File: src/rtl/i2c_tgt_pkg.sv
package i2c_tgt_pkg;
  localparam int BYTE_W  = 8;
  localparam int PTR_W   = BYTE_W - 1;
  localparam int DADDR_W = 7;
  localparam int CNT_W   = $clog2(BYTE_W + 1);

  typedef enum logic [3:0] {
    ST_IDLE,
    ST_ADDR,
    ST_ADDR_ACK,
    ST_REG,
    ST_REG_ACK,
    ST_WDATA,
    ST_WDATA_ACK,
    ST_RDATA,
    ST_RDATA_ACK
  } tgt_state_e;

  typedef struct packed {
    logic scl_rise;
    logic scl_fall;
    logic start;
    logic stop;
    logic sda;
  } bus_ev_t;
endpackage

File: src/rtl/i2c_sync.sv
module i2c_sync #(
  parameter int STAGES = 2
) (
  input  logic clk,
  input  logic rst_n,
  input  logic d,
  output logic q
);
  logic [STAGES-1:0] chain;

  always_ff @(posedge clk or negedge rst_n) begin
    if (!rst_n) chain <= '1;
    else        chain <= {chain[STAGES-2:0], d};
  end

  assign q = chain[STAGES-1];
endmodule

File: src/rtl/i2c_bus_monitor.sv
module i2c_bus_monitor #(
  parameter int SYNC_STAGES = 2
) (
  input  logic                clk,
  input  logic                rst_n,
  input  logic                scl_i,
  input  logic                sda_i,
  output i2c_tgt_pkg::bus_ev_t ev_o
);
  localparam int LINES = 2;

  logic [LINES-1:0] raw, syn;
  logic scl_s, sda_s, scl_p, sda_p;

  assign raw = {scl_i, sda_i};

  for (genvar g = 0; g < LINES; g++) begin : g_line
    i2c_sync #(.STAGES(SYNC_STAGES)) u_sync (
      .clk  (clk),
      .rst_n(rst_n),
      .d    (raw[g]),
      .q    (syn[g])
    );
  end

  assign scl_s = syn[1];
  assign sda_s = syn[0];

  always_ff @(posedge clk or negedge rst_n) begin
    if (!rst_n) begin
      scl_p <= 1'b1;
      sda_p <= 1'b1;
    end else begin
      scl_p <= scl_s;
      sda_p <= sda_s;
    end
  end

  assign ev_o.scl_rise = scl_s & ~scl_p;
  assign ev_o.scl_fall = ~scl_s & scl_p;
  assign ev_o.start    = scl_s & scl_p & sda_p & ~sda_s;
  assign ev_o.stop     = scl_s & scl_p & ~sda_p & sda_s;
  assign ev_o.sda      = sda_s;
endmodule

File: src/rtl/i2c_tgt_fsm.sv
module i2c_tgt_fsm
  import i2c_tgt_pkg::*;
#(
  parameter logic [DADDR_W-1:0] DEV_ADDR = 7'h2A
) (
  input  logic              clk,
  input  logic              rst_n,
  input  bus_ev_t           ev,
  output logic              req_valid,
  input  logic              req_ready,
  output logic              req_we,
  output logic [PTR_W-1:0]  req_addr,
  output logic [BYTE_W-1:0] req_wdata,
  input  logic [BYTE_W-1:0] req_rdata,
  output logic              sda_low,
  output logic              scl_low
);
  localparam logic [CNT_W-1:0] FULL = CNT_W'(BYTE_W);

  tgt_state_e         state;
  logic [CNT_W-1:0]   cnt;
  logic [BYTE_W-1:0]  sh;
  logic [PTR_W-1:0]   ptr;
  logic               rw, mack, pend, sda_q, hold_q;

  always_ff @(posedge clk or negedge rst_n) begin
    if (!rst_n) begin
      state  <= ST_IDLE;
      cnt    <= '0;
      sh     <= '0;
      ptr    <= '0;
      rw     <= 1'b0;
      mack   <= 1'b0;
      pend   <= 1'b0;
      sda_q  <= 1'b0;
      hold_q <= 1'b0;
    end else begin
      hold_q <= pend;
      if (ev.stop) begin
        state <= ST_IDLE;
        sda_q <= 1'b0;
        pend  <= 1'b0;
      end else if (ev.start) begin
        state <= ST_ADDR;
        cnt   <= '0;
        sda_q <= 1'b0;
        pend  <= 1'b0;
      end else if (pend) begin
        if (req_ready) begin
          pend <= 1'b0;
          ptr  <= ptr + 1'b1;
          if (state == ST_WDATA_ACK) begin
            sda_q <= 1'b1;
          end else begin
            sh    <= req_rdata;
            sda_q <= ~req_rdata[BYTE_W-1];
            cnt   <= '0;
          end
        end
      end else begin
        case (state)
          ST_ADDR, ST_REG, ST_WDATA: begin
            if (ev.scl_rise) begin
              sh  <= {sh[BYTE_W-2:0], ev.sda};
              cnt <= cnt + 1'b1;
            end else if (ev.scl_fall && cnt == FULL) begin
              if (state == ST_ADDR) begin
                if (sh[BYTE_W-1:1] == DEV_ADDR) begin
                  sda_q <= 1'b1;
                  rw    <= sh[0];
                  state <= ST_ADDR_ACK;
                end else begin
                  state <= ST_IDLE;
                end
              end else if (state == ST_REG) begin
                if (!sh[BYTE_W-1]) begin
                  sda_q <= 1'b1;
                  ptr   <= sh[PTR_W-1:0];
                  state <= ST_REG_ACK;
                end else begin
                  state <= ST_IDLE;
                end
              end else begin
                state <= ST_WDATA_ACK;
                pend  <= 1'b1;
              end
            end
          end
          ST_ADDR_ACK: begin
            if (ev.scl_fall) begin
              sda_q <= 1'b0;
              cnt   <= '0;
              if (rw) begin
                state <= ST_RDATA;
                pend  <= 1'b1;
              end else begin
                state <= ST_REG;
              end
            end
          end
          ST_REG_ACK, ST_WDATA_ACK: begin
            if (ev.scl_fall) begin
              sda_q <= 1'b0;
              cnt   <= '0;
              state <= ST_WDATA;
            end
          end
          ST_RDATA: begin
            if (ev.scl_rise) begin
              cnt <= cnt + 1'b1;
            end else if (ev.scl_fall) begin
              if (cnt == FULL) begin
                sda_q <= 1'b0;
                state <= ST_RDATA_ACK;
              end else begin
                sh    <= {sh[BYTE_W-2:0], 1'b0};
                sda_q <= ~sh[BYTE_W-2];
              end
            end
          end
          ST_RDATA_ACK: begin
            if (ev.scl_rise) begin
              mack <= ~ev.sda;
            end else if (ev.scl_fall) begin
              if (mack) begin
                state <= ST_RDATA;
                pend  <= 1'b1;
              end else begin
                state <= ST_IDLE;
              end
            end
          end
          default: ;
        endcase
      end
    end
  end

  assign req_valid = pend;
  assign req_we    = (state == ST_WDATA_ACK);
  assign req_addr  = ptr;
  assign req_wdata = sh;
  assign sda_low   = sda_q;
  assign scl_low   = hold_q;
endmodule

File: src/rtl/i2c_regbank_target.sv
module i2c_regbank_target
  import i2c_tgt_pkg::*;
#(
  parameter logic [DADDR_W-1:0] DEV_ADDR    = 7'h2A,
  parameter int                 SYNC_STAGES = 2
) (
  input  logic              clk,
  input  logic              rst_n,
  input  logic              scl_i,
  input  logic              sda_i,
  output logic              scl_low_o,
  output logic              sda_low_o,
  output logic              req_valid_o,
  input  logic              req_ready_i,
  output logic              req_we_o,
  output logic [PTR_W-1:0]  req_addr_o,
  output logic [BYTE_W-1:0] req_wdata_o,
  input  logic [BYTE_W-1:0] req_rdata_i
);
  bus_ev_t ev;

  i2c_bus_monitor #(.SYNC_STAGES(SYNC_STAGES)) u_mon (
    .clk  (clk),
    .rst_n(rst_n),
    .scl_i(scl_i),
    .sda_i(sda_i),
    .ev_o (ev)
  );

  i2c_tgt_fsm #(.DEV_ADDR(DEV_ADDR)) u_fsm (
    .clk      (clk),
    .rst_n    (rst_n),
    .ev       (ev),
    .req_valid(req_valid_o),
    .req_ready(req_ready_i),
    .req_we   (req_we_o),
    .req_addr (req_addr_o),
    .req_wdata(req_wdata_o),
    .req_rdata(req_rdata_i),
    .sda_low  (sda_low_o),
    .scl_low  (scl_low_o)
  );
endmodule

File: config.mk
export PLATFORM = sky130hd
export DESIGN_NAME = i2c_regbank_target
export DESIGN_NICKNAME = d
export VERILOG_FILES = /design/src/rtl/i2c_tgt_pkg.sv /design/src/rtl/i2c_sync.sv /design/src/rtl/i2c_bus_monitor.sv /design/src/rtl/i2c_tgt_fsm.sv /design/src/rtl/i2c_regbank_target.sv
export SDC_FILE = /design/constraint.sdc
export NUM_CORES = 1
export LEC_CHECK = 0
export BUFFER_PORTS_ARGS = -buffer_cell sky130_fd_sc_hd__buf_2
export CAP_MARGIN = 20
export CORE_AREA = 2 2 96 70
export DETAILED_ROUTE_END_ITERATION = 6
export DIE_AREA = 0 0 98 72
export SLEW_MARGIN = 10
export SYNTH_ARGS = -nofsm -noshare
export SYNTH_HDL_FRONTEND = slang
export SYNTH_SLANG_ARGS = --single-unit
File: constraint.sdc
create_clock -name clk -period 1.8 [get_ports clk]
set_input_delay 0.18 -clock clk [delete_from_list [all_inputs] [get_ports clk]]
set_output_delay 0.18 -clock clk [all_outputs]
set_load 0.05 [all_outputs]
==> results of run 1 <==
==> per-stage QoR <==
step                setup TNS [ns]  std cells
floorplan                   -0.428        221
global placement            -0.470        375
detailed placement          -0.560        375
CTS                         -0.335        391
global route                 -1.77        397
finish                      -0.686        397
==> registers in the layout, summed over array words and instances (netlist names) <==
signal and count:
u_mon.sda_p 1, u_fsm.state 4, u_fsm.rw 1, u_fsm.sda_low 1, u_fsm.req_valid 1, u_mon.g_line.u_sync.chain 4, u_fsm.mack 1, u_fsm.cnt 4
u_fsm.req_addr 7, u_fsm.req_wdata 8, u_mon.scl_p 1, u_fsm.scl_low 1
==> path summary, 6_finish.rpt <==
path / from / end / slack (ns) / cells past startpoint
worst max-delay path: u_fsm.req_valid / u_fsm.req_wdata[3] / -0.1 / 6
worst min-delay path: req_rdata_i[6] / u_fsm.req_wdata[6] / 0.18 / 3
worst max register to register: u_fsm.req_valid / u_fsm.req_wdata[3] / -0.1 / 6
worst min register to register: u_mon.g_line[1].u_sync.chain[0] / u_mon.g_line[1].u_sync.chain[1] / 0.36 / 0
max in group asynchronous: rst_n / u_mon.g_line[0].u_sync.chain[0] / 0.69 / 3
min in group asynchronous: rst_n / u_fsm.req_addr[4] / 0.45 / 2
==> power by group through the flow <==
stage	registers, uW	logic [uW]	clock network, uW
2_1_floorplan	1900	1430	0
3_3_place_gp	1300	3080	0
3_5_place_dp	1310	3090	0
4_1_cts	1300	3170	572
5_1_grt	1370	3710	601
6_report	1330	3510	562
==> cell usage after synthesis, drive strengths merged, types with 2 or more instances <==
library cell,instances
nand2b,3
o21ai,9
nor3,9
buf,8
dfstp,6
or3b,2
ha,3
mux2,9
nor4,7
mux2i,13
dfrtp,28
nand3,10
o221a,3
a31oi,3
nor2,13
inv,10
and3,3
a221o,2
and3b,3
a21oi,18
nor2b,3
a311o,2
o211ai,2
clkbuf,3
nand2,21
nor3b,4
==> critical path, cell delays in order, from the launching register on <==
cell and delay, ns:
dfrtp_2 0.41, or3b_4 0.40, a21oi_2 0.11, o21ai_1 0.07
a211o_1 0.33, buf_12 0.15, mux2_4 0.29
==> timing repair <==
item                                    4_1_cts  5_1_grt
hold endpoints to repair                     30        0
gates cloned                                  0        1
gates resized for setup                       7       31
hold buffers                                  3        0
setup buffers                                 5        5
pin swaps                                     4       13
endpoints found under the setup margin       16       22
==> cell families (layout without fill, tap and decap cells) <==
family,count (synthesis),count (layout),share of synthesized area (%)
AND/OR/NAND/NOR,86,86,22.3
XOR/XNOR,2,2,0.830
adder cells (fa/ha/maj),3,3,1.78
multiplexers,22,22,11.7
buffers and inverters,21,119,4.68
AO/OA/AOI/OAI,53,53,18.1
flip-flops,34,34,40.7
==> routing by layer <==
layer	track usage, %	wire, um	up-vias
li1	-	-	1016
met1	27.9	3200	1021
met2	25.3	2670	76
met3	5.97	532	4
met4	2.78	27	0
met5	0	0	-
==> cell type report <==
type | instances | area (um2)
clock buffer | 8 | 80.1
fill | 558 | 2970
inverter | 10 | 37.5
multi-input combinational | 166 | 1290
sequential | 34 | 868
tap | 78 | 97.6
timing repair buffer | 101 | 747
==> flow_summary.html, run 1 <==
<table>
<tr><th>Metric</th><th>Value</th></tr>
<tr><th colspan="2">Power and ir drop</th></tr>
<tr><td>Switching power summed over all nets</td><td>between 2000 and 3000 uW</td></tr>
<tr><td>Proportion of total power due to net switching</td><td>between 40% and 50%</td></tr>
<tr><td>Maximum resistive drop on vdd</td><td>about 1.0 mV</td></tr>
<tr><td>Leak</td><td>about 0.0014 uW</td></tr>
<tr><td>Tot Pwr</td><td>5400 uW</td></tr>
<tr><td>Internal power</td><td>2870 uW</td></tr>
<tr><td>Cell area power density</td><td>1730 nW/um2</td></tr>
<tr><td>Fraction of power consumed by the clock network</td><td>10.4%</td></tr>
<tr><td>Portion of total power attributed to sequential cells</td><td>between 20% and 30%</td></tr>
<tr><td>Logic pwr share</td><td>around 65%</td></tr>
<tr><th colspan="2">Layout</th></tr>
<tr><td>Share of post-route cells with drive strength above 1</td><td>around half</td></tr>
<tr><td>Synthesis-to-finish area growth</td><td>47.9%</td></tr>
<tr><td>Top library cells by usage in the layout, fill and taps aside</td><td>buf_4, buf_2, dfrtp_1</td></tr>
<tr><td>Final core utilization</td><td>roughly 51%</td></tr>
<tr><td>Ant diodes</td><td>0</td></tr>
<tr><td>Post-route cell area</td><td>around 3100 um2</td></tr>
<tr><td>Commonest non-fill, non-tap cell in the layout</td><td>buf_4</td></tr>
<tr><td>Final layout net count</td><td>between 300 and 400</td></tr>
<tr><th colspan="2">Timing</th></tr>
<tr><td>Min Tclk post-route</td><td>1.90 ns</td></tr>
<tr><td>Final critical-path share of the clock period</td><td>105%</td></tr>
<tr><td>Actual transition at the worst max-transition pin</td><td>approximately 0.68 ns</td></tr>
<tr><td>Final Slew Violations</td><td>0</td></tr>
<tr><td>Worst setup margin</td><td>-0.0953 ns</td></tr>
<tr><td># setup viols final</td><td>15</td></tr>
<tr><td>Maximum clock frequency</td><td>around 530 MHz</td></tr>
<tr><td>Endpoints failing hold</td><td>0</td></tr>
<tr><td>Setup repair after global routing missed its margin</td><td>true</td></tr>
<tr><td>Max-Slew Margin vs Limit</td><td>between 50% and 60%</td></tr>
<tr><td>Final hold slack</td><td>~0.18 ns</td></tr>
<tr><td>Fin Clk Skew</td><td>around 0.014 ns</td></tr>
<tr><th colspan="2">Place</th></tr>
<tr><td>Minimum setup slack after placement</td><td>-0.100 ns</td></tr>
<tr><td>Placed Instance Area</td><td>2770 um2</td></tr>
<tr><td>Port Buffer Count</td><td>31</td></tr>
<tr><td>Weighted congestion reported at the end of routability-driven placement</td><td>approximately 0.89</td></tr>
<tr><td>HPWL Detailed</td><td>between 4000 and 5000 um</td></tr>
<tr><th colspan="2">Logic synthesis</th></tr>
<tr><td>Yosys warning count</td><td>0</td></tr>
<tr><td>Number of enable flip-flop cells after synthesis</td><td>0</td></tr>
<tr><td>Share of Yosys cell area claimed by the top area cell type</td><td>~33%</td></tr>
<tr><td>Area leader, netlist</td><td>dfrtp_1</td></tr>
<tr><td>Leading cell types by total area after synthesis</td><td>dfrtp_1, dfstp_2, mux2i_1</td></tr>
<tr><td>Netlist area before placement</td><td>approximately 2100 um2</td></tr>
<tr><td>Syn_nets</td><td>roughly 240</td></tr>
<tr><td>Count of state elements after synthesis</td><td>34</td></tr>
<tr><td>Dominant register cell in the synthesized netlist</td><td>dfrtp_1</td></tr>
<tr><td>Synthesized instance count</td><td>about 220</td></tr>
<tr><td>Synth Area per Inst</td><td>around 9.6 um2</td></tr>
<tr><td>Sequential fraction of the synthesis area</td><td>approximately 41%</td></tr>
<tr><td>Count of cell types in the netlist</td><td>just over 60</td></tr>
<tr><td>Post-synthesis async set-or-reset flop share</td><td>100%</td></tr>
<tr><th colspan="2">Routing</th></tr>
<tr><td>Routed wire length</td><td>~6400 um</td></tr>
<tr><td>Via-per-instance ratio</td><td>between 5 and 6</td></tr>
<tr><td>DR pass1 iterations</td><td>4</td></tr>
<tr><td>Via Count</td><td>between 2,000 and 2,500</td></tr>
<tr><td>Post-detailed-route wirelength per cell</td><td>approximately 16 um</td></tr>
<tr><td>Number of DRC violations after detailed-routing iteration 0</td><td>roughly 180</td></tr>
<tr><td># DRC</td><td>0</td></tr>
<tr><td>Antenna violation net count after detailed routing</td><td>0</td></tr>
<tr><th colspan="2">Floorplan</th></tr>
<tr><td>Starting density of the core</td><td>between 30% and 40%</td></tr>
<tr><td>Top-Level Pins</td><td>32</td></tr>
<tr><td>Placeable core area</td><td>6100 um2</td></tr>
<tr><td>Y dimension of the die</td><td>slightly above 70 um</td></tr>
<tr><td>Cell row count</td><td>24</td></tr>
<tr><td>Die area</td><td>slightly above 7000 um2</td></tr>
<tr><td>Die Span X</td><td>approximately 98 um</td></tr>
<tr><th colspan="2">CTS</th></tr>
<tr><td>CTS Buf Count</td><td>5</td></tr>
<tr><td>Maximum level of the CTS H-tree</td><td>2</td></tr>
<tr><td>Clk slew on worst S/H paths</td><td>around 0.080 ns</td></tr>
<tr><td>CTS Root Buffer Type</td><td>clkbuf_8</td></tr>
<tr><td>Maximum buffer depth of the clock tree</td><td>2</td></tr>
<tr><td>Clock sink total</td><td>34</td></tr>
<tr><td>Clock insertion delay at the later pin of the skew report</td><td>~0.3 ns</td></tr>
<tr><td>Clock tree from TritonCTS</td><td>done</td></tr>
<tr><th colspan="2">Worst setup path</th></tr>
<tr><td>Type of element capturing the critical path</td><td>register</td></tr>
<tr><td>Required time of the critical path</td><td>1.98 ns</td></tr>
<tr><td>Critical Path Fanout Max</td><td>7</td></tr>
<tr><td>CP Launch Type</td><td>register</td></tr>
<tr><td>Worst Path Arrival</td><td>around 2.1 ns</td></tr>
<tr><td>Setup Crit Path Kind</td><td>reg2reg</td></tr>
<tr><th colspan="2">Global routing</th></tr>
<tr><td>Number of antenna violations at the first check in global routing</td><td>0</td></tr>
<tr><td>Total congestion overflow after global routing</td><td>0</td></tr>
<tr><td>Global-route wire length before repair</td><td>~10,000 um</td></tr>
<tr><td>Global routing usage summed across all routing layers</td><td>around 18%</td></tr>
<tr><td>Vias in the first global route</td><td>between 1,500 and 2,000</td></tr>
<tr><td>Largest net degree at the start of global routing</td><td>30</td></tr>
<tr><th colspan="2">Min path</th></tr>
<tr><td>Worst hold-check path type</td><td>in2reg</td></tr>
<tr><th colspan="2">Outcome</th></tr>
<tr><td>Violations in the final reports</td><td>setup timing</td></tr>
<tr><td>Status</td><td>finished, violations left</td></tr>
<tr><th colspan="2">Job</th></tr>
<tr><td>Max-cap violation count</td><td>0</td></tr>
</table>
Power figures use the tool's default switching activity.
==> run 2, diff against run 1 <==
ABC_AREA = 1   (was default)
CORE_AREA = 2 2 99 73   (was 2 2 96 70)
DIE_AREA = 0 0 101 75   (was 0 0 98 72)
==> run 2 against run 1 <==
  * The run now ends clean
  * Count of clock-buffer cells in the layout shrank 1
  * Global-route usage shrank 0.16 points
  * Clock power grew 9.3%
  * Highest routed layer unchanged
==> flow_summary.html, run 2 <==
<table>
<tr><th>Metric</th><th>Value</th></tr>
<tr><th colspan="2">Worst setup path</th></tr>
<tr><td>Slowest stage delay, CP</td><td>0.59 ns (+0.18 ns)</td></tr>
<tr><td>Required time of the critical path</td><td>1.99 ns (about the same)</td></tr>
<tr><td>Setup Crit Path Kind</td><td>reg2reg</td></tr>
<tr><td>Logic depth of the worst register-to-register path</td><td>11 (+5)</td></tr>
<tr><td>Cell Chain, Critical Path</td><td>inv_1 &gt; nor2_2 &gt; buf_4 &gt; inv_1 &gt; nor2_1 &gt; inv_1 &gt; nand2_1 &gt; nor3_2 &gt; buf_4 &gt; nand3_1 &gt; nand2_1</td></tr>
<tr><td>CP Launch Type</td><td>register</td></tr>
<tr><td>Critical path startpoint</td><td>u_mon.g_line[1].u_sync.chain[1]</td></tr>
<tr><td>Critical path's most frequent cell</td><td>inv_1</td></tr>
<tr><td>Sum of buffers and inverters on the critical path</td><td>5 (+4)</td></tr>
<tr><td>Critical Path Fanout Max</td><td>7 (unchanged)</td></tr>
<tr><td>Setup slack of the most critical reg-to-reg path</td><td>0.06 ns (+0.15 ns)</td></tr>
<tr><td>Reg-to-Reg End</td><td>u_fsm.state[2]</td></tr>
<tr><td>Kind of cell with the highest combined delay on the critical path</td><td>flip-flops</td></tr>
<tr><td>Slowest-stage cell, CP</td><td>dfstp_2</td></tr>
<tr><td>Type of element capturing the critical path</td><td>register</td></tr>
<tr><td>Crit Reg-Reg Startpoint</td><td>u_mon.g_line[1].u_sync.chain[1]</td></tr>
<tr><td>Worst Path Arrival</td><td>1.94 ns (-0.13 ns)</td></tr>
<tr><th colspan="2">Global routing</th></tr>
<tr><td>Total congestion overflow after global routing</td><td>0 (unchanged)</td></tr>
<tr><td>Vias in the first global route</td><td>2,105 (+6.0%)</td></tr>
<tr><td>Global routing usage summed across all routing layers</td><td>18.0% (-0.16 points)</td></tr>
<tr><td>Global-route wire length before repair</td><td>10,600 um (+4.7%)</td></tr>
<tr><td>Largest net degree at the start of global routing</td><td>35 (+17%)</td></tr>
<tr><td>Number of antenna violations at the first check in global routing</td><td>0 (unchanged)</td></tr>
<tr><th colspan="2">Logic synthesis</th></tr>
<tr><td>Synth Area per Inst</td><td>6.81 um2 (-29%)</td></tr>
<tr><td>Leading cell types by total area after synthesis</td><td>dfrtp_1, nand2_1, nor2_1</td></tr>
<tr><td>Yosys warning count</td><td>0 (unchanged)</td></tr>
<tr><td>Post-synthesis async set-or-reset flop share</td><td>100% (unchanged)</td></tr>
<tr><td>Count of cell types in the netlist</td><td>32 (-48%)</td></tr>
<tr><td>Most repeated cell in the gate-level netlist after synthesis</td><td>nand2_1</td></tr>
<tr><td>Count of state elements after synthesis</td><td>34 (unchanged)</td></tr>
<tr><td>Ranking of synthesized cells by instance count</td><td>nand2_1, nor2_1, nand3_1</td></tr>
<tr><td>Dominant register cell in the synthesized netlist</td><td>dfrtp_1</td></tr>
<tr><td>Syn_nets</td><td>346 (+46%)</td></tr>
<tr><td>Synthesized instance count</td><td>330 (+49%)</td></tr>
<tr><td>Sequential fraction of the synthesis area</td><td>38.2% (-2.5 points)</td></tr>
<tr><td>Number of enable flip-flop cells after synthesis</td><td>0 (unchanged)</td></tr>
<tr><td>Netlist area before placement</td><td>2250 um2 (+6.5%)</td></tr>
<tr><td>Share of Yosys cell area claimed by the top area cell type</td><td>31.2% (-2.0 points)</td></tr>
<tr><td>Area leader, netlist</td><td>dfrtp_1</td></tr>
<tr><th colspan="2">Floorplan</th></tr>
<tr><td>Die area</td><td>7580 um2 (+7.4%)</td></tr>
<tr><td>Top-Level Pins</td><td>32 (unchanged)</td></tr>
<tr><td>Starting density of the core</td><td>34.2% (-0.40 points)</td></tr>
<tr><td>Y dimension of the die</td><td>75 um (+4.2%)</td></tr>
<tr><td>Cell row count</td><td>25 (+4.2%)</td></tr>
<tr><td>Die Span X</td><td>101 um (+3.1%)</td></tr>
<tr><td>Placeable core area</td><td>6570 um2 (+7.8%)</td></tr>
<tr><th colspan="2">Layout</th></tr>
<tr><td>Top library cells by usage in the layout, fill and taps aside</td><td>nand2_1, nor2_1, buf_4</td></tr>
<tr><td>Number of flip-flops under the largest register name</td><td>8 (unchanged)</td></tr>
<tr><td>Share of post-route cells with drive strength above 1</td><td>32.5% (-16 points)</td></tr>
<tr><td>Commonest non-fill, non-tap cell in the layout</td><td>nand2_1</td></tr>
<tr><td>Final core utilization</td><td>45.1% (-6.1 points)</td></tr>
<tr><td>Final layout net count</td><td>415 (+24%)</td></tr>
<tr><td>Synthesis-to-finish area growth</td><td>31.9%</td></tr>
<tr><td>Ant diodes</td><td>0 (unchanged)</td></tr>
<tr><th colspan="2">Min path</th></tr>
<tr><td>Cell count of the worst hold path</td><td>5 (+2)</td></tr>
<tr><td>Worst hold-check path type</td><td>in2reg</td></tr>
<tr><td>Hold worst-path end</td><td>u_fsm.req_wdata[1]</td></tr>
<tr><td>Hold wc startpoint</td><td>req_rdata_i[1]</td></tr>
<tr><th colspan="2">CTS</th></tr>
<tr><td>CTS Root Buffer Type</td><td>clkbuf_8</td></tr>
<tr><td>Clock sink total</td><td>34 (unchanged)</td></tr>
<tr><td>Clock tree from TritonCTS</td><td>done</td></tr>
<tr><td>Maximum level of the CTS H-tree</td><td>2 (unchanged)</td></tr>
<tr><td>Clk slew on worst S/H paths</td><td>0.07 ns (about the same)</td></tr>
<tr><td>CTS Buf Count</td><td>5 (unchanged)</td></tr>
<tr><td>Clock insertion delay at the later pin of the skew report</td><td>0.30 ns (about the same)</td></tr>
<tr><td>Maximum buffer depth of the clock tree</td><td>2 (unchanged)</td></tr>
<tr><th colspan="2">Timing</th></tr>
<tr><td>Maximum clock frequency</td><td>574 MHz (+8.8%)</td></tr>
<tr><td>Setup repair after global routing missed its margin</td><td>true</td></tr>
<tr><td>Final Slew Violations</td><td>0 (unchanged)</td></tr>
<tr><td>Final critical-path share of the clock period</td><td>96.8% (-8.5 points)</td></tr>
<tr><td>Endpoints failing hold</td><td>0 (unchanged)</td></tr>
<tr><td>Actual transition at the worst max-transition pin</td><td>0.770 ns (+0.0873 ns)</td></tr>
<tr><td>Min Tclk post-route</td><td>1.74 ns (-0.153 ns)</td></tr>
<tr><td>Fin Clk Skew</td><td>0.00342 ns (-0.0108 ns)</td></tr>
<tr><td>Max-Slew Margin vs Limit</td><td>48.6% (-5.8 points)</td></tr>
<tr><td># setup viols final</td><td>0 (-15)</td></tr>
<tr><th colspan="2">Power and ir drop</th></tr>
<tr><td>Cell area power density</td><td>1520 nW/um2 (-12%)</td></tr>
<tr><td>Leak</td><td>0.00155 uW (+9.7%)</td></tr>
<tr><td>Tot Pwr</td><td>4510 uW (-16%)</td></tr>
<tr><td>Maximum resistive drop on vdd</td><td>0.456 mV (-57%)</td></tr>
<tr><th colspan="2">Routing</th></tr>
<tr><td>Via Count</td><td>2,414 (+14%)</td></tr>
<tr><td>Antenna violation net count after detailed routing</td><td>0 (unchanged)</td></tr>
<tr><td>Routed wire length</td><td>6580 um (+2.4%)</td></tr>
<tr><td>Number of DRC violations after detailed-routing iteration 0</td><td>208 (+13%)</td></tr>
<tr><td>Post-detailed-route wirelength per cell</td><td>13.7 um (-15%)</td></tr>
<tr><td>Via-per-instance ratio</td><td>5.02 (-5.9%)</td></tr>
<tr><td># DRC</td><td>0 (unchanged)</td></tr>
<tr><td>DR pass1 iterations</td><td>5 (+1)</td></tr>
<tr><th colspan="2">Place</th></tr>
<tr><td>Weighted congestion reported at the end of routability-driven placement</td><td>1.02 (+14%)</td></tr>
<tr><td>Port Buffer Count</td><td>31 (unchanged)</td></tr>
<tr><td>HPWL Detailed</td><td>4870 um (+4.2%)</td></tr>
<tr><th colspan="2">Job</th></tr>
<tr><td>Max-cap violation count</td><td>0 (unchanged)</td></tr>
<tr><th colspan="2">Outcome</th></tr>
<tr><td>Status</td><td>finished clean</td></tr>
</table>
[run 2: cell count changes after synthesis, moves of 8 or more]
cell and change:
a21oi_1 -8, inv_1 +18, mux2i_1 -13, nand2_1 +83, nand3_1 +21, nor2_1 +33
[run 2: power by group]
group          internal (uW)  total [uW]  leakage [uW]  switching, uW
Clock                    309         614     0.0000482            305
Combinational           1010        2760       0.00108           1740
Sequential               957        1140      0.000428            184
[run 2: cell families (layout without fill, tap and decap cells)]
group,Yosys count,after routing,synth area share (%)
AO/OA/AOI/OAI,42,42,11.4
XOR/XNOR,4,4,1.56
adder cells (fa/ha/maj),3,3,1.67
buffers and inverters,42,112,7.90
flip-flops,34,34,38.2
AND/OR/NAND/NOR,205,205,39.3
[run 2: tightest hold or removal path, delay by kind of cell]
kind / cells / cell delay [ns]
buffers and inverters: 1 / 0.07
AOI/OAI and AO/OA: 1 / 0.04
and+or+nand+nor: 3 / 0.17
[run 2: final cells by class]
class / count / area [um2]
clock buffer: 7 / 86.3
clock inverter: 1 / 5.00
fill: 676 / 3600
inverter: 33 / 124
multi-input combinational: 254 / 1310
sequential: 34 / 861
tap: 81 / 101
timing repair buffer: 71 / 475
[run 2: worst max-delay path by stage]
stage / end / slack, ns / cells after the start
2_1_floorplan: u_fsm.req_wdata[6] / 0.008 / 13
3_3_place_gp: u_fsm.cnt[1] / -0.03 / 10
3_5_place_dp: u_fsm.cnt[1] / -0.003 / 10
4_1_cts: u_fsm.state[2] / 0.009 / 11
5_1_grt: u_fsm.state[2] / -0.03 / 11
6_report: u_fsm.state[2] / 0.06 / 11
[run 2: repair_timing]
item                                    4_1_cts  5_1_grt
resized for setup                             1       33
endpoints found under the setup margin        4       19
pin swaps                                     0        3
setup buffers                                 0        4
hold buffers                                  3        0
hold endpoints to repair                     19        0
[run 2: through the flow]
stage | cells | TNS (ns) | hold slack [ns] | cell area (um2) | setup WS [ns]
floorplan | 330 | 0 | -0.116 | 2250 | 0.00843
global placement | 466 | -0.0908 | 0.287 | 2710 | -0.0251
detailed placement | 466 | -0.00614 | 0.287 | 2710 | -0.00326
CTS | 477 | 0 | 0.196 | 2840 | 0.00908
global route | 481 | -0.114 | 0.223 | 2970 | -0.0276
finish | 481 | 0 | 0.197 | 2970 | 0.0575
[run 2: routing by layer]
metal | part of all wire [%] | up-vias | track usage [%]
met5 | 0 | - | 0
met1 | 50 | 1094 | 27.9
met2 | 39 | 96 | 23.8
met3 | 8.6 | 15 | 5.20
li1 | - | 1209 | -
met4 | 1.6 | 0 | 5.56
==> run 3, diff against run 2 <==
CORE_AREA = 2 2 82 61   (was 2 2 99 73)
DIE_AREA = 0 0 84 63   (was 0 0 101 75)
PLACE_DENSITY = 0.74   (was default)
SETUP_SLACK_MARGIN = 0.3   (was default)
==> run 3 against run 2 <==
  * Final cell count shrank 5.8%
  * Via count grew 7.0%
  * Critical path depth shrank 3
  * Register-to-register slack is essentially flat
  * Core utilization grew 23 points
  * Die area shrank 30%
  * First-iteration DRC count grew 44%
  * Fmax shrank 0.67%
  * Worst setup slack lost 0.012 ns
  * Wire length grew 7.4%
  * Hold slack gained 0.030 ns
  * Sequential share of layout area shrank 1.2 points
  * Critical path type unchanged
  * Critical endpoint is now u_fsm.state[3]
==> flow_summary.html, run 3 (synthesis results as in run 2) <==
<table>
<tr><th>Metric</th><th>Value</th></tr>
<tr><th colspan="2">Worst setup path</th></tr>
<tr><td>Required time of the critical path</td><td>2.00 ns (about the same)</td></tr>
<tr><td>Crit Reg-Reg Startpoint</td><td>u_mon.scl_p</td></tr>
<tr><td>Critical path startpoint</td><td>u_mon.scl_p</td></tr>
<tr><td>Slowest stage delay, CP</td><td>0.63 ns (+0.04 ns)</td></tr>
<tr><td>Critical Path Fanout Max</td><td>7 (unchanged)</td></tr>
<tr><td>Sum of buffers and inverters on the critical path</td><td>1 (-4)</td></tr>
<tr><td>Cell Chain, Critical Path</td><td>nand4_1 &gt; buf_4 &gt; nand2_2 &gt; nor2_2 &gt; nor3_4 &gt; nand2_2 &gt; nand2_1 &gt; nand2_1</td></tr>
<tr><td>CP Launch Type</td><td>register</td></tr>
<tr><td>Setup Crit Path Kind</td><td>reg2reg</td></tr>
<tr><td>Worst Path Arrival</td><td>1.95 ns (about the same)</td></tr>
<tr><td>Type of element capturing the critical path</td><td>register</td></tr>
<tr><td>Slowest-stage cell, CP</td><td>dfstp_2</td></tr>
<tr><td>Kind of cell with the highest combined delay on the critical path</td><td>simple AND/OR/NAND/NOR gates</td></tr>
<tr><th colspan="2">Timing</th></tr>
<tr><td>TNS Setup</td><td>0 ns (unchanged)</td></tr>
<tr><td># setup viols final</td><td>0 (unchanged)</td></tr>
<tr><td>Actual transition at the worst max-transition pin</td><td>0.774 ns (+0.00386 ns)</td></tr>
<tr><td>Max-Slew Margin vs Limit</td><td>48.4% (-0.26 points)</td></tr>
<tr><td>Final Slew Violations</td><td>0 (unchanged)</td></tr>
<tr><td>Maximum clock frequency</td><td>570 MHz (-0.67%)</td></tr>
<tr><td>Min Tclk post-route</td><td>1.75 ns (+0.0117 ns)</td></tr>
<tr><td>Endpoints failing hold</td><td>0 (unchanged)</td></tr>
<tr><td>Final critical-path share of the clock period</td><td>97.5% (+0.65 points)</td></tr>
<tr><td>Fin Clk Skew</td><td>0.00327 ns (-0.000156 ns)</td></tr>
<tr><td>Worst setup margin</td><td>0.0458 ns (-0.0117 ns)</td></tr>
<tr><td>Setup repair after global routing missed its margin</td><td>true</td></tr>
<tr><th colspan="2">Global routing</th></tr>
<tr><td>Largest net degree at the start of global routing</td><td>35 (unchanged)</td></tr>
<tr><td>Global routing usage summed across all routing layers</td><td>26.5% (+8.5 points)</td></tr>
<tr><td>Global-route wire length before repair</td><td>11,000 um (+4.6%)</td></tr>
<tr><td>Total congestion overflow after global routing</td><td>0 (unchanged)</td></tr>
<tr><td>Number of antenna violations at the first check in global routing</td><td>0 (unchanged)</td></tr>
<tr><td>Vias in the first global route</td><td>2,303 (+9.4%)</td></tr>
<tr><th colspan="2">Routing</th></tr>
<tr><td>Post-detailed-route wirelength per cell</td><td>15.6 um (+14%)</td></tr>
<tr><td>Via Count</td><td>2,582 (+7.0%)</td></tr>
<tr><td>Via-per-instance ratio</td><td>5.70 (+14%)</td></tr>
<tr><td>Antenna violation net count after detailed routing</td><td>0 (unchanged)</td></tr>
<tr><td>Number of DRC violations after detailed-routing iteration 0</td><td>300 (+44%)</td></tr>
<tr><td># DRC</td><td>0 (unchanged)</td></tr>
<tr><td>Routed wire length</td><td>7070 um (+7.4%)</td></tr>
<tr><td>DR pass1 iterations</td><td>5 (unchanged)</td></tr>
<tr><th colspan="2">Floorplan</th></tr>
<tr><td>Die Span X</td><td>84 um (-17%)</td></tr>
<tr><td>Y dimension of the die</td><td>63 um (-16%)</td></tr>
<tr><td>Starting density of the core</td><td>49.5% (+15 points)</td></tr>
<tr><td>Die area</td><td>5290 um2 (-30%)</td></tr>
<tr><td>Placeable core area</td><td>4550 um2 (-31%)</td></tr>
<tr><td>Top-Level Pins</td><td>32 (unchanged)</td></tr>
<tr><td>Cell row count</td><td>21 (-16%)</td></tr>
<tr><th colspan="2">Layout</th></tr>
<tr><td>Share of post-route cells with drive strength above 1</td><td>41.2% (+8.7 points)</td></tr>
<tr><td>Ant diodes</td><td>0 (unchanged)</td></tr>
<tr><td>Number of flip-flops under the largest register name</td><td>8 (unchanged)</td></tr>
<tr><td>Synthesis-to-finish area growth</td><td>38.6%</td></tr>
<tr><td>Top library cells by usage in the layout, fill and taps aside</td><td>nand2_1, nor2_1, buf_2</td></tr>
<tr><td>Commonest non-fill, non-tap cell in the layout</td><td>nand2_1</td></tr>
<tr><td>Final layout net count</td><td>411 (-0.96%)</td></tr>
<tr><th colspan="2">CTS</th></tr>
<tr><td>Clock sink total</td><td>34 (unchanged)</td></tr>
<tr><td>CTS Buf Count</td><td>5 (unchanged)</td></tr>
<tr><td>CTS Root Buffer Type</td><td>clkbuf_8</td></tr>
<tr><td>Clock tree from TritonCTS</td><td>done</td></tr>
<tr><td>Clock insertion delay at the later pin of the skew report</td><td>0.30 ns (about the same)</td></tr>
<tr><td>Maximum buffer depth of the clock tree</td><td>2 (unchanged)</td></tr>
<tr><td>Clk slew on worst S/H paths</td><td>0.07 ns (about the same)</td></tr>
<tr><td>Maximum level of the CTS H-tree</td><td>2 (unchanged)</td></tr>
<tr><th colspan="2">Power and ir drop</th></tr>
<tr><td>Maximum resistive drop on vdd</td><td>0.972 mV (+110%)</td></tr>
<tr><td>Internal power</td><td>2300 uW (+1.2%)</td></tr>
<tr><td>Leak</td><td>0.00162 uW (+4.7%)</td></tr>
<tr><td>Portion of total power attributed to sequential cells</td><td>24.7% (-0.6 points)</td></tr>
<tr><td>Proportion of total power due to net switching</td><td>51.6% (+2.1 points)</td></tr>
<tr><td>Tot Pwr</td><td>4760 uW (+5.5%)</td></tr>
<tr><td>Fraction of power consumed by the clock network</td><td>13.3% (-0.3 points)</td></tr>
<tr><td>Logic pwr share</td><td>62.0% (+0.9 points)</td></tr>
<tr><td>Switching power summed over all nets</td><td>2460 uW (+10%)</td></tr>
<tr><td>Cell area power density</td><td>1530 nW/um2 (+0.44%)</td></tr>
<tr><th colspan="2">Outcome</th></tr>
<tr><td>Status</td><td>finished clean</td></tr>
<tr><th colspan="2">Job</th></tr>
<tr><td>Max-cap violation count</td><td>0 (unchanged)</td></tr>
<tr><th colspan="2">Place</th></tr>
<tr><td>Port Buffer Count</td><td>31 (unchanged)</td></tr>
<tr><td>Weighted congestion reported at the end of routability-driven placement</td><td>1.03 (+1.1%)</td></tr>
<tr><td>HPWL Detailed</td><td>4520 um (-7.2%)</td></tr>
<tr><td>Minimum setup slack after placement</td><td>0.0168 ns (+0.0200 ns)</td></tr>
<tr><th colspan="2">Min path</th></tr>
<tr><td>Worst hold-check path type</td><td>in2reg</td></tr>
<tr><td>Hold wc startpoint</td><td>req_rdata_i[4]</td></tr>
</table>
==> run 3: stage by stage <==
stage | cell area, um2 | std cells | hold WS, ns | utilization (%)
final | 3120 | 453 | 0.227 | 68.5
after global routing | 3120 | 453 | 0.259 | 68.5
after CTS | 2950 | 449 | 0.193 | 64.9
after detailed placement | 2630 | 427 | 0.286 | 57.8
after global placement | 2630 | 427 | 0.287 | 57.8
after floorplan | 2320 | 330 | -0.116 | -
==> run 3: worst min-delay path: stages <==
cell	delay, ns
buf_2	0.07
nand2_1	0.05
nand2_1	0.10
nand2_4	0.05
o21ai_2	0.04
==> run 3: path summary, 6_finish.rpt <==
check,endpoint,slack (ns),depth (start not counted)
worst max-delay path,u_fsm.state[3],0.05,8
worst min-delay path,u_fsm.req_wdata[4],0.23,5
worst max register to register,u_fsm.state[3],0.05,8
worst min register to register,u_mon.g_line[0].u_sync.chain[1],0.36,0
max in group asynchronous,u_fsm.state[1],0.77,2
min in group asynchronous,u_fsm.req_wdata[3],0.49,2
==> run 3: power by group through the flow <==
stage / Clock, uW / Sequential (uW) / Combinational (uW)
6_report: 633 / 1180 / 2950
5_1_grt: 685 / 1200 / 3190
4_1_cts: 640 / 1170 / 2700
3_5_place_dp: 0 / 1180 / 2370
3_3_place_gp: 0 / 1180 / 2360
2_1_floorplan: 0 / 1480 / 1480
==> run 3: repair_timing <==
item	4_1_cts	5_1_grt
buffers inserted	10	4
hold buffers	3	0
hold endpoints to repair	30	0
gates cloned	1	0
pin swaps	9	9
setup endpoints to repair	27	28
resized for setup	31	40
==> run 3: area by class of cell <==
cell class	count	area, um2
tap	57	71.3
inverter	33	139
fill	370	1430
timing repair buffer	67	487
clock inverter	2	16.3
sequential	34	867
clock buffer	6	82.6
multi-input combinational	254	1450
==> run 3: metal layers <==
layer	global-route usage (%)	wire length [um]
met5	0	0
met1	37.6	3110
met3	7.66	592
met4	7.46	174
met2	39.6	3190
